<file path="src/rtl/pixwin_pkg.sv">
package pixwin_pkg;

  localparam logic [3:0] RI_XS_LO  = 4'd0;
  localparam logic [3:0] RI_FMT    = 4'd8;
  localparam logic [3:0] RI_SRC    = 4'd9;
  localparam logic [3:0] RI_PANELW = 4'd10;

  localparam logic [3:0] FMT_RESET = 4'd3;
  localparam logic [2:0] SRC_MAX   = 3'd3;

  // Bytes per pixel for each input format code; 0 marks an unsupported code.
  function automatic logic [2:0] fmt_bytes(input logic [3:0] code);
    logic [2:0] b;
    case (code)
      4'd1:          b = 3'd2;
      4'd2, 4'd3:    b = 3'd3;
      4'd6, 4'd7:    b = 3'd4;
      default:       b = 3'd0;
    endcase
    return b;
  endfunction

endpackage

</file>
<file path="src/rtl/pixwin_regs.sv">
module pixwin_regs
  import pixwin_pkg::*;
#(
  parameter int CW  = 10,
  parameter int PWW = 8
) (
  input  logic            clk,
  input  logic            rst_n,
  input  logic            cfg_we,
  input  logic [3:0]      cfg_addr,
  input  logic [7:0]      cfg_wdata,
  output logic [4*CW-1:0] coords,
  output logic [3:0]      fmt,
  output logic [2:0]      src,
  output logic [PWW-1:0]  panel_w,
  output logic            src_wr
);

  localparam int HIW = CW - 8;

  // Four coordinates: X start, Y start, X end, Y end; low byte at even index.
  for (genvar k = 0; k < 4; k++) begin : g_coord
    logic [CW-1:0] c_q, c_d;

    always_comb begin
      c_d = c_q;
      if (cfg_we && cfg_addr == RI_XS_LO + 4'(2 * k))
        c_d[7:0] = cfg_wdata;
      if (cfg_we && cfg_addr == RI_XS_LO + 4'(2 * k + 1))
        c_d[CW-1:8] = cfg_wdata[HIW-1:0];
    end

    always_ff @(posedge clk or negedge rst_n) begin
      if (!rst_n) c_q <= '0;
      else        c_q <= c_d;
    end

    assign coords[k*CW +: CW] = c_q;
  end

  logic [3:0]     fmt_q, fmt_d;
  logic [2:0]     src_q, src_d;
  logic [PWW-1:0] pw_q, pw_d;

  always_comb begin
    fmt_d = fmt_q;
    src_d = src_q;
    pw_d  = pw_q;
    if (cfg_we) begin
      case (cfg_addr)
        RI_FMT:    fmt_d = cfg_wdata[3:0];
        RI_SRC:    src_d = cfg_wdata[2:0];
        RI_PANELW: pw_d  = cfg_wdata[PWW-1:0];
        default:   ;
      endcase
    end
  end

  always_ff @(posedge clk or negedge rst_n) begin
    if (!rst_n) begin
      fmt_q <= FMT_RESET;
      src_q <= '0;
      pw_q  <= PWW'(1);
    end else begin
      fmt_q <= fmt_d;
      src_q <= src_d;
      pw_q  <= pw_d;
    end
  end

  assign fmt     = fmt_q;
  assign src     = src_q;
  assign panel_w = pw_q;
  assign src_wr  = cfg_we && (cfg_addr == RI_SRC);

endmodule

</file>
<file path="src/rtl/pixwin_setup.sv">
module pixwin_setup
  import pixwin_pkg::*;
#(
  parameter int CW    = 10,
  parameter int PWW   = 8,
  parameter int FB_AW = 24,
  localparam int WW   = CW + 1,
  localparam int RBW  = WW + 3,
  localparam int SW   = PWW + 6,
  localparam int LW   = 2 * WW + 3
) (
  input  logic [4*CW-1:0] coords,
  input  logic [3:0]      fmt,
  input  logic [2:0]      src_code,
  input  logic [PWW-1:0]  panel_w,
  output logic            ok,
  output logic [LW-1:0]   words,
  output logic [FB_AW-1:0] base,
  output logic [SW-1:0]   stride,
  output logic [RBW-1:0]  rowb,
  output logic [CW-1:0]   wx,
  output logic [CW-1:0]   wy,
  output logic [WW-1:0]   ww,
  output logic [WW-1:0]   wh
);

  logic [2:0]    bpp;
  logic [CW-1:0] xs, ys, xe, ye;
  logic [LW-1:0] nbytes;

  always_comb begin
    xs  = coords[0*CW +: CW];
    ys  = coords[1*CW +: CW];
    xe  = coords[2*CW +: CW];
    ye  = coords[3*CW +: CW];
    bpp = fmt_bytes(fmt);

    ww = {1'b0, xe} - {1'b0, xs} + WW'(1);
    wh = {1'b0, ye} - {1'b0, ys} + WW'(1);

    nbytes = LW'(bpp) * LW'(ww) * LW'(wh);
    words  = nbytes >> 1;
    rowb   = RBW'(ww) * RBW'(bpp);
    stride = SW'({panel_w, 3'b000}) * SW'(bpp);
    base   = FB_AW'(ys) * FB_AW'(stride) + FB_AW'(xs) * FB_AW'(bpp);

    wx = xs;
    wy = ys;
    ok = (src_code <= SRC_MAX) && (bpp != 3'd0) && (xe >= xs) && (ye >= ys);
  end

endmodule

</file>
<file path="src/rtl/pixwin_walker.sv">
module pixwin_walker #(
  parameter int CW    = 10,
  parameter int PWW   = 8,
  parameter int FB_AW = 24,
  localparam int WW   = CW + 1,
  localparam int RBW  = WW + 3,
  localparam int SW   = PWW + 6,
  localparam int LW   = 2 * WW + 3
) (
  input  logic             clk,
  input  logic             rst_n,
  input  logic             src_wr,
  input  logic             dp_valid,
  input  logic [15:0]      dp_data,
  input  logic             ok,
  input  logic [LW-1:0]    words,
  input  logic [FB_AW-1:0] base,
  input  logic [SW-1:0]    stride,
  input  logic [RBW-1:0]   rowb,
  input  logic [CW-1:0]    wx,
  input  logic [CW-1:0]    wy,
  input  logic [WW-1:0]    ww,
  input  logic [WW-1:0]    wh,
  output logic             busy,
  output logic             done,
  output logic             fb_we,
  output logic [FB_AW-1:0] fb_addr_lo,
  output logic [FB_AW-1:0] fb_addr_hi,
  output logic [15:0]      fb_wdata,
  output logic             fire,
  output logic [CW-1:0]    fx,
  output logic [CW-1:0]    fy,
  output logic [WW-1:0]    fw,
  output logic [WW-1:0]    fh
);

  logic [LW-1:0]    cnt_q, cnt_d;
  logic [FB_AW-1:0] base_q, base_d;
  logic [RBW-1:0]   colb_q, colb_d;
  logic [RBW-1:0]   rowb_q, rowb_d;
  logic [SW-1:0]    stride_q, stride_d;
  logic [CW-1:0]    wx_q, wx_d, wy_q, wy_d;
  logic [WW-1:0]    ww_q, ww_d, wh_q, wh_d;
  logic             done_q, done_d, we_q, we_d;
  logic [FB_AW-1:0] alo_q, alo_d, ahi_q, ahi_d;
  logic [15:0]      wd_q, wd_d;

  logic             arm_src, fresh, accept;
  logic [LW-1:0]    e_cnt;
  logic [FB_AW-1:0] e_base, base1, base2;
  logic [RBW-1:0]   e_colb, e_rowb, colb1, colb2;
  logic [SW-1:0]    e_stride;
  logic             wrap1, wrap2;

  // Effective transfer state: freshly computed when a data word arms, latched otherwise.
  always_comb begin
    arm_src = src_wr && ok;
    fresh   = dp_valid && !src_wr && (cnt_q == '0) && ok;
    accept  = dp_valid && !src_wr && ((cnt_q != '0) || ok);

    e_cnt    = fresh ? words  : cnt_q;
    e_base   = fresh ? base   : base_q;
    e_colb   = fresh ? '0     : colb_q;
    e_rowb   = fresh ? rowb   : rowb_q;
    e_stride = fresh ? stride : stride_q;
    fx       = fresh ? wx     : wx_q;
    fy       = fresh ? wy     : wy_q;
    fw       = fresh ? ww     : ww_q;
    fh       = fresh ? wh     : wh_q;

    wrap1 = (e_colb + RBW'(1)) == e_rowb;
    colb1 = wrap1 ? '0 : e_colb + RBW'(1);
    base1 = wrap1 ? e_base + FB_AW'(e_stride) : e_base;
    wrap2 = (colb1 + RBW'(1)) == e_rowb;
    colb2 = wrap2 ? '0 : colb1 + RBW'(1);
    base2 = wrap2 ? base1 + FB_AW'(e_stride) : base1;

    fire = accept && (e_cnt == LW'(1));
  end

  always_comb begin
    cnt_d    = cnt_q;
    base_d   = base_q;
    colb_d   = colb_q;
    rowb_d   = rowb_q;
    stride_d = stride_q;
    wx_d     = wx_q;
    wy_d     = wy_q;
    ww_d     = ww_q;
    wh_d     = wh_q;
    alo_d    = alo_q;
    ahi_d    = ahi_q;
    wd_d     = wd_q;
    we_d     = 1'b0;
    done_d   = 1'b0;
    if (arm_src) begin
      cnt_d    = words;
      base_d   = base;
      colb_d   = '0;
      rowb_d   = rowb;
      stride_d = stride;
      wx_d     = wx;
      wy_d     = wy;
      ww_d     = ww;
      wh_d     = wh;
    end else if (accept) begin
      cnt_d    = e_cnt - LW'(1);
      base_d   = base2;
      colb_d   = colb2;
      rowb_d   = e_rowb;
      stride_d = e_stride;
      wx_d     = fx;
      wy_d     = fy;
      ww_d     = fw;
      wh_d     = fh;
      we_d     = 1'b1;
      alo_d    = e_base + FB_AW'(e_colb);
      ahi_d    = base1 + FB_AW'(colb1);
      wd_d     = dp_data;
      done_d   = fire;
    end
  end

  always_ff @(posedge clk or negedge rst_n) begin
    if (!rst_n) begin
      cnt_q    <= '0;
      base_q   <= '0;
      colb_q   <= '0;
      rowb_q   <= '0;
      stride_q <= '0;
      wx_q     <= '0;
      wy_q     <= '0;
      ww_q     <= '0;
      wh_q     <= '0;
      alo_q    <= '0;
      ahi_q    <= '0;
      wd_q     <= '0;
      we_q     <= 1'b0;
      done_q   <= 1'b0;
    end else begin
      cnt_q    <= cnt_d;
      base_q   <= base_d;
      colb_q   <= colb_d;
      rowb_q   <= rowb_d;
      stride_q <= stride_d;
      wx_q     <= wx_d;
      wy_q     <= wy_d;
      ww_q     <= ww_d;
      wh_q     <= wh_d;
      alo_q    <= alo_d;
      ahi_q    <= ahi_d;
      wd_q     <= wd_d;
      we_q     <= we_d;
      done_q   <= done_d;
    end
  end

  assign busy       = (cnt_q != '0);
  assign done       = done_q;
  assign fb_we      = we_q;
  assign fb_addr_lo = alo_q;
  assign fb_addr_hi = ahi_q;
  assign fb_wdata   = wd_q;

endmodule

</file>
<file path="src/rtl/pixwin_dirty.sv">
module pixwin_dirty #(
  parameter int CW  = 10,
  localparam int DW = CW + 1
) (
  input  logic          clk,
  input  logic          rst_n,
  input  logic          clr,
  input  logic          fire,
  input  logic [CW-1:0] fx,
  input  logic [CW-1:0] fy,
  input  logic [DW-1:0] fw,
  input  logic [DW-1:0] fh,
  output logic [DW-1:0] x0,
  output logic [DW-1:0] y0,
  output logic [DW-1:0] x1,
  output logic [DW-1:0] y1
);

  logic [DW-1:0] x0_q, y0_q, x1_q, y1_q;
  logic [DW-1:0] x0_d, y0_d, x1_d, y1_d;
  logic [DW-1:0] ex, ey;

  always_comb begin
    // A refresh empties the rectangle first; a completing window then merges in.
    x0_d = clr ? '1 : x0_q;
    y0_d = clr ? '1 : y0_q;
    x1_d = clr ? '0 : x1_q;
    y1_d = clr ? '0 : y1_q;
    ex   = DW'(fx) + fw;
    ey   = DW'(fy) + fh;
    if (fire) begin
      if (DW'(fx) < x0_d) x0_d = DW'(fx);
      if (DW'(fy) < y0_d) y0_d = DW'(fy);
      if (ex > x1_d)      x1_d = ex;
      if (ey > y1_d)      y1_d = ey;
    end
  end

  always_ff @(posedge clk or negedge rst_n) begin
    if (!rst_n) begin
      x0_q <= '1;
      y0_q <= '1;
      x1_q <= '0;
      y1_q <= '0;
    end else begin
      x0_q <= x0_d;
      y0_q <= y0_d;
      x1_q <= x1_d;
      y1_q <= y1_d;
    end
  end

  assign x0 = x0_q;
  assign y0 = y0_q;
  assign x1 = x1_q;
  assign y1 = y1_q;

endmodule

</file>
<file path="src/rtl/pixwin_fill.sv">
module pixwin_fill #(
  parameter int CW    = 10,
  parameter int PWW   = 8,
  parameter int FB_AW = 24
) (
  input  logic             clk,
  input  logic             rst_n,
  input  logic             cfg_we,
  input  logic [3:0]       cfg_addr,
  input  logic [7:0]       cfg_wdata,
  input  logic             dp_valid,
  input  logic [15:0]      dp_data,
  input  logic             refresh_clr,
  output logic             busy,
  output logic             done,
  output logic             fb_we,
  output logic [FB_AW-1:0] fb_addr_lo,
  output logic [FB_AW-1:0] fb_addr_hi,
  output logic [15:0]      fb_wdata,
  output logic [CW:0]      dirty_x0,
  output logic [CW:0]      dirty_y0,
  output logic [CW:0]      dirty_x1,
  output logic [CW:0]      dirty_y1
);

  localparam int WW  = CW + 1;
  localparam int RBW = WW + 3;
  localparam int SW  = PWW + 6;
  localparam int LW  = 2 * WW + 3;

  // Reset asserts at once and is released on a clock edge.
  logic rst_m, rst_s;
  always_ff @(posedge clk or negedge rst_n) begin
    if (!rst_n) begin
      rst_m <= 1'b0;
      rst_s <= 1'b0;
    end else begin
      rst_m <= 1'b1;
      rst_s <= rst_m;
    end
  end

  logic [4*CW-1:0]  coords;
  logic [3:0]       fmt;
  logic [2:0]       src_q, src_code;
  logic [PWW-1:0]   panel_w;
  logic             src_wr, ok, fire;
  logic [LW-1:0]    words;
  logic [FB_AW-1:0] base;
  logic [SW-1:0]    stride;
  logic [RBW-1:0]   rowb;
  logic [CW-1:0]    wx, wy, fx, fy;
  logic [WW-1:0]    ww, wh, fw, fh;

  pixwin_regs #(.CW(CW), .PWW(PWW)) u_regs (
    .clk(clk), .rst_n(rst_s), .cfg_we(cfg_we), .cfg_addr(cfg_addr),
    .cfg_wdata(cfg_wdata), .coords(coords), .fmt(fmt), .src(src_q),
    .panel_w(panel_w), .src_wr(src_wr)
  );

  // A source-select write is checked against the code being written.
  assign src_code = src_wr ? cfg_wdata[2:0] : src_q;

  pixwin_setup #(.CW(CW), .PWW(PWW), .FB_AW(FB_AW)) u_setup (
    .coords(coords), .fmt(fmt), .src_code(src_code), .panel_w(panel_w),
    .ok(ok), .words(words), .base(base), .stride(stride), .rowb(rowb),
    .wx(wx), .wy(wy), .ww(ww), .wh(wh)
  );

  pixwin_walker #(.CW(CW), .PWW(PWW), .FB_AW(FB_AW)) u_walker (
    .clk(clk), .rst_n(rst_s), .src_wr(src_wr), .dp_valid(dp_valid),
    .dp_data(dp_data), .ok(ok), .words(words), .base(base),
    .stride(stride), .rowb(rowb), .wx(wx), .wy(wy), .ww(ww), .wh(wh),
    .busy(busy), .done(done), .fb_we(fb_we), .fb_addr_lo(fb_addr_lo),
    .fb_addr_hi(fb_addr_hi), .fb_wdata(fb_wdata), .fire(fire),
    .fx(fx), .fy(fy), .fw(fw), .fh(fh)
  );

  pixwin_dirty #(.CW(CW)) u_dirty (
    .clk(clk), .rst_n(rst_s), .clr(refresh_clr), .fire(fire),
    .fx(fx), .fy(fy), .fw(fw), .fh(fh),
    .x0(dirty_x0), .y0(dirty_y0), .x1(dirty_x1), .y1(dirty_y1)
  );

endmodule

</file>
<file path="config.mk">
export PLATFORM = sky130hd
export DESIGN_NAME = pixwin_fill
export DESIGN_NICKNAME = d
export VERILOG_FILES = /design/src/rtl/pixwin_pkg.sv /design/src/rtl/pixwin_regs.sv /design/src/rtl/pixwin_setup.sv /design/src/rtl/pixwin_walker.sv /design/src/rtl/pixwin_dirty.sv /design/src/rtl/pixwin_fill.sv
export SDC_FILE = /design/constraint.sdc
export NUM_CORES = 2
export LEC_CHECK = 0
export BUFFER_PORTS_ARGS = -buffer_cell sky130_fd_sc_hd__buf_2
export CORE_UTILIZATION = 35
export DETAILED_ROUTE_END_ITERATION = 8
export GPL_TIMING_DRIVEN = 0
export HOLD_SLACK_MARGIN = 0.03
export SETUP_SLACK_MARGIN = 0.05
export SLEW_MARGIN = 15
export SYNTH_ARGS = -nofsm -noshare
export SYNTH_HDL_FRONTEND = slang
export SYNTH_SLANG_ARGS = --single-unit
</file>
<file path="constraint.sdc">
create_clock -name clk -period 23.3 [get_ports clk]
set_input_delay 1.165 -clock clk [delete_from_list [all_inputs] [get_ports clk]]
set_output_delay 1.165 -clock clk [all_outputs]
set_load 0.1 [all_outputs]
</file>
==> qor.txt <==
# clock sinks = 298
Max Slew Vio Count = 0
# DRC = 0
Worst path slowest cell = clkbuf_1
dominant cell by count in the synthesized netlist = nand2_1
Rows = 111
R2R depth = 44
antenna violations before repair = 1
first-pass GRT wire length = 172,000 um
TritonCTS Buffers = 39
die extent in y = 308 um
Post-Syn Area = 0.0327 mm2
Final setup viols = 0
area grow syn2layout = 11.9%
fin crit share = 0.729
CP Class = reg2reg
sequential fraction of the synthesis area = 0.229
Synth top cells by count = 606 x nand2_1, 359 x inv_1, 317 x ha_1
Top cell by count, worst path = clkbuf_1
Primary FF master, synth = dfrtp_1
pin count of the biggest net entering global routing = 56
setup repair bufs after CTS = 0
Layout fillers = 9,391
vias per inst = 5.41
Worst Path Required = 23.78 ns
core area = 0.0921 mm2
ys async rst share = 1.00
RR Endpoint = u_walker.base_q[22]
Synth area leaders = dfrtp_1 21%, fa_1 14%, ha_1 12%
status = complete, no violations
Cell variety after synth = 90
Total Wirelength = 111,000 um
Worst Setup SP = u_regs.g_coord[1].c_q[8]
Critical Path Source Type = flop
post-CTS resize count = 0
Initial Utilization = 0.355
Max Clock Skew = 0.0252 ns
H-tree depth = 2
Slew HR = 0.131
cts hold-fix bufs = 0
Worst R2R Setup Slack = 6.31 ns
max-cap violations = 0
post-synth top area cell = dfrtp_1
Ports = 144
maximum root-to-sink buffer count = 3
First DRT Iteration DRCs = 2,465
RSZ-0062 raised after global routing = false
chip width = 308 um
synthesized net count = 4,440
Hold Path Class = reg2async
WP data arrival = 17.47 ns
Mapped Cells = 3,862
Buffers on Ports = 141
Slew @ Worst Pin = 1.30 ns
router iterations before antenna repair = 6
Via Count = 28,800
Final Hold Fails = 0
Antenna Violating Nets Remaining = 0
reg2reg start = u_regs.g_coord[1].c_q[8]
clock latency on the worst-skew pair = 0.60 ns
GRT overflow = 0
GRT Util Overall = 0.237
CTS tree = done
Placer Congestion = 0.974
die area = 0.0946 mm2
# diodes = 0
Fin Setup TNS = 0 ns
wire per inst = 20.9 um
share of layout cells above drive strength 1 = 0.0975
min Tclk post-route = 16.99 ns
slowest stage delay, CP = 1.02 ns
crit end category = flop
Yosys reg bits = 298
Post-synth EDFFs = 0
Yosys top cell area share = 0.209
critical path peak fanout = 10
number of global-route vias before repair = 28,600
nets = 4,631
yosys warns = 0
CTS Root Cell = clkbuf_16
Mean Syn Cell Area = 8.46 um2
dpl hpwl = 88,400 um
clock slew at reported path FFs = 0.06 ns
fmax = 58.9 MHz
-- worst max-delay path, delay by kind of cell, from the launching register on --
| family | cells | cell delay [ns] |
|---|---|---|
| AO/OA/AOI/OAI | 15 | 4.31 |
| flip-flops | 1 | 0.32 |
| multiplexers | 1 | 0.11 |
| AND/OR/NAND/NOR | 8 | 2.25 |
| buffers and inverters | 14 | 7.91 |
| adder cells (fa/ha/maj) | 4 | 1.19 |
| XOR/XNOR | 2 | 0.70 |
-- stage by stage --
step / util / instances / cell area, um2 / hold WS (ns) / worst slack, ns
floorplan: - / 3862 / 32700 / 0.331 / 12.33
global placement: 0.379 / 5246 / 34900 / 0.331 / 6.64
detailed placement: 0.382 / 5255 / 35200 / 0.201 / 6.86
CTS: 0.397 / 5326 / 36500 / 0.206 / 6.82
global route: 0.397 / 5326 / 36500 / 0.220 / 5.93
finish: 0.397 / 5326 / 36500 / 0.197 / 6.31
-- worst max-delay path by stage --
stage	end
after global placement	u_walker.base_q[22]
after detailed placement	u_walker.base_q[22]
after CTS	u_walker.base_q[22]
final	u_walker.base_q[22]
after floorplan	u_walker.base_q[23]
after global routing	u_walker.base_q[22]
-- cell type report --
cell class	instances	area, um2	share of cell area
Inverter	359	1350	0.0369
Multi-Input combinational cell	3041	23300	0.636
Sequential cell	298	7490	0.205
Buffer	164	643	0.0176
Clock inverter	18	267	0.00729
Tap cell	1243	1560	0.0426
Timing Repair Buffer	150	886	0.0242
Clock buffer	53	1100	0.0301
-- placed cells by master, fill, tap and decap left out, types with 130 or more instances in the layout --
cell | synthesis | routed
nand2_1 | 606 | 606
inv_1 | 359 | 359
ha_1 | 317 | 317
dfrtp_1 | 273 | 272
nor2_1 | 270 | 270
o21ai_0 | 237 | 237
fa_1 | 228 | 228
a21oi_1 | 181 | 180
buf_2 | 10 | 151
clkbuf_1 | 134 | 142
xnor2_1 | 133 | 130
-- flip-flops by register name, indices dropped and copies added (netlist names), 14 cells and up --
register and cells:
u_regs.g_coord.c_q 40, u_walker.cnt_q 25, u_walker.base_q 24, u_walker.fb_addr_hi 24, u_walker.fb_addr_lo 24, u_walker.fb_wdata 16
u_walker.colb_q 14, u_walker.rowb_q 14, u_walker.stride_q 14
-- cell families after synthesis --
| group | Yosys count | synth area share |
|---|---|---|
| AO/OA/AOI/OAI | 754 | 0.146 |
| XOR/XNOR | 234 | 0.0642 |
| adder cells (fa/ha/maj) | 545 | 0.261 |
| buffers and inverters | 523 | 0.0609 |
| flip-flops | 298 | 0.229 |
| multiplexers | 115 | 0.0386 |
| other | 1 | 0.000115 |
| AND/OR/NAND/NOR | 1392 | 0.200 |
-- layer usage --
layer | GRT usage | share of wire
met5 | 0 | 0
met4 | 0.0802 | 0.033
met3 | 0.0275 | 0.061
met2 | 0.402 | 0.48
met1 | 0.311 | 0.43
Power is left out: the tool's default activity adds up to more than one toggle a clock period on the data nets, which glitch-free logic cannot reach.
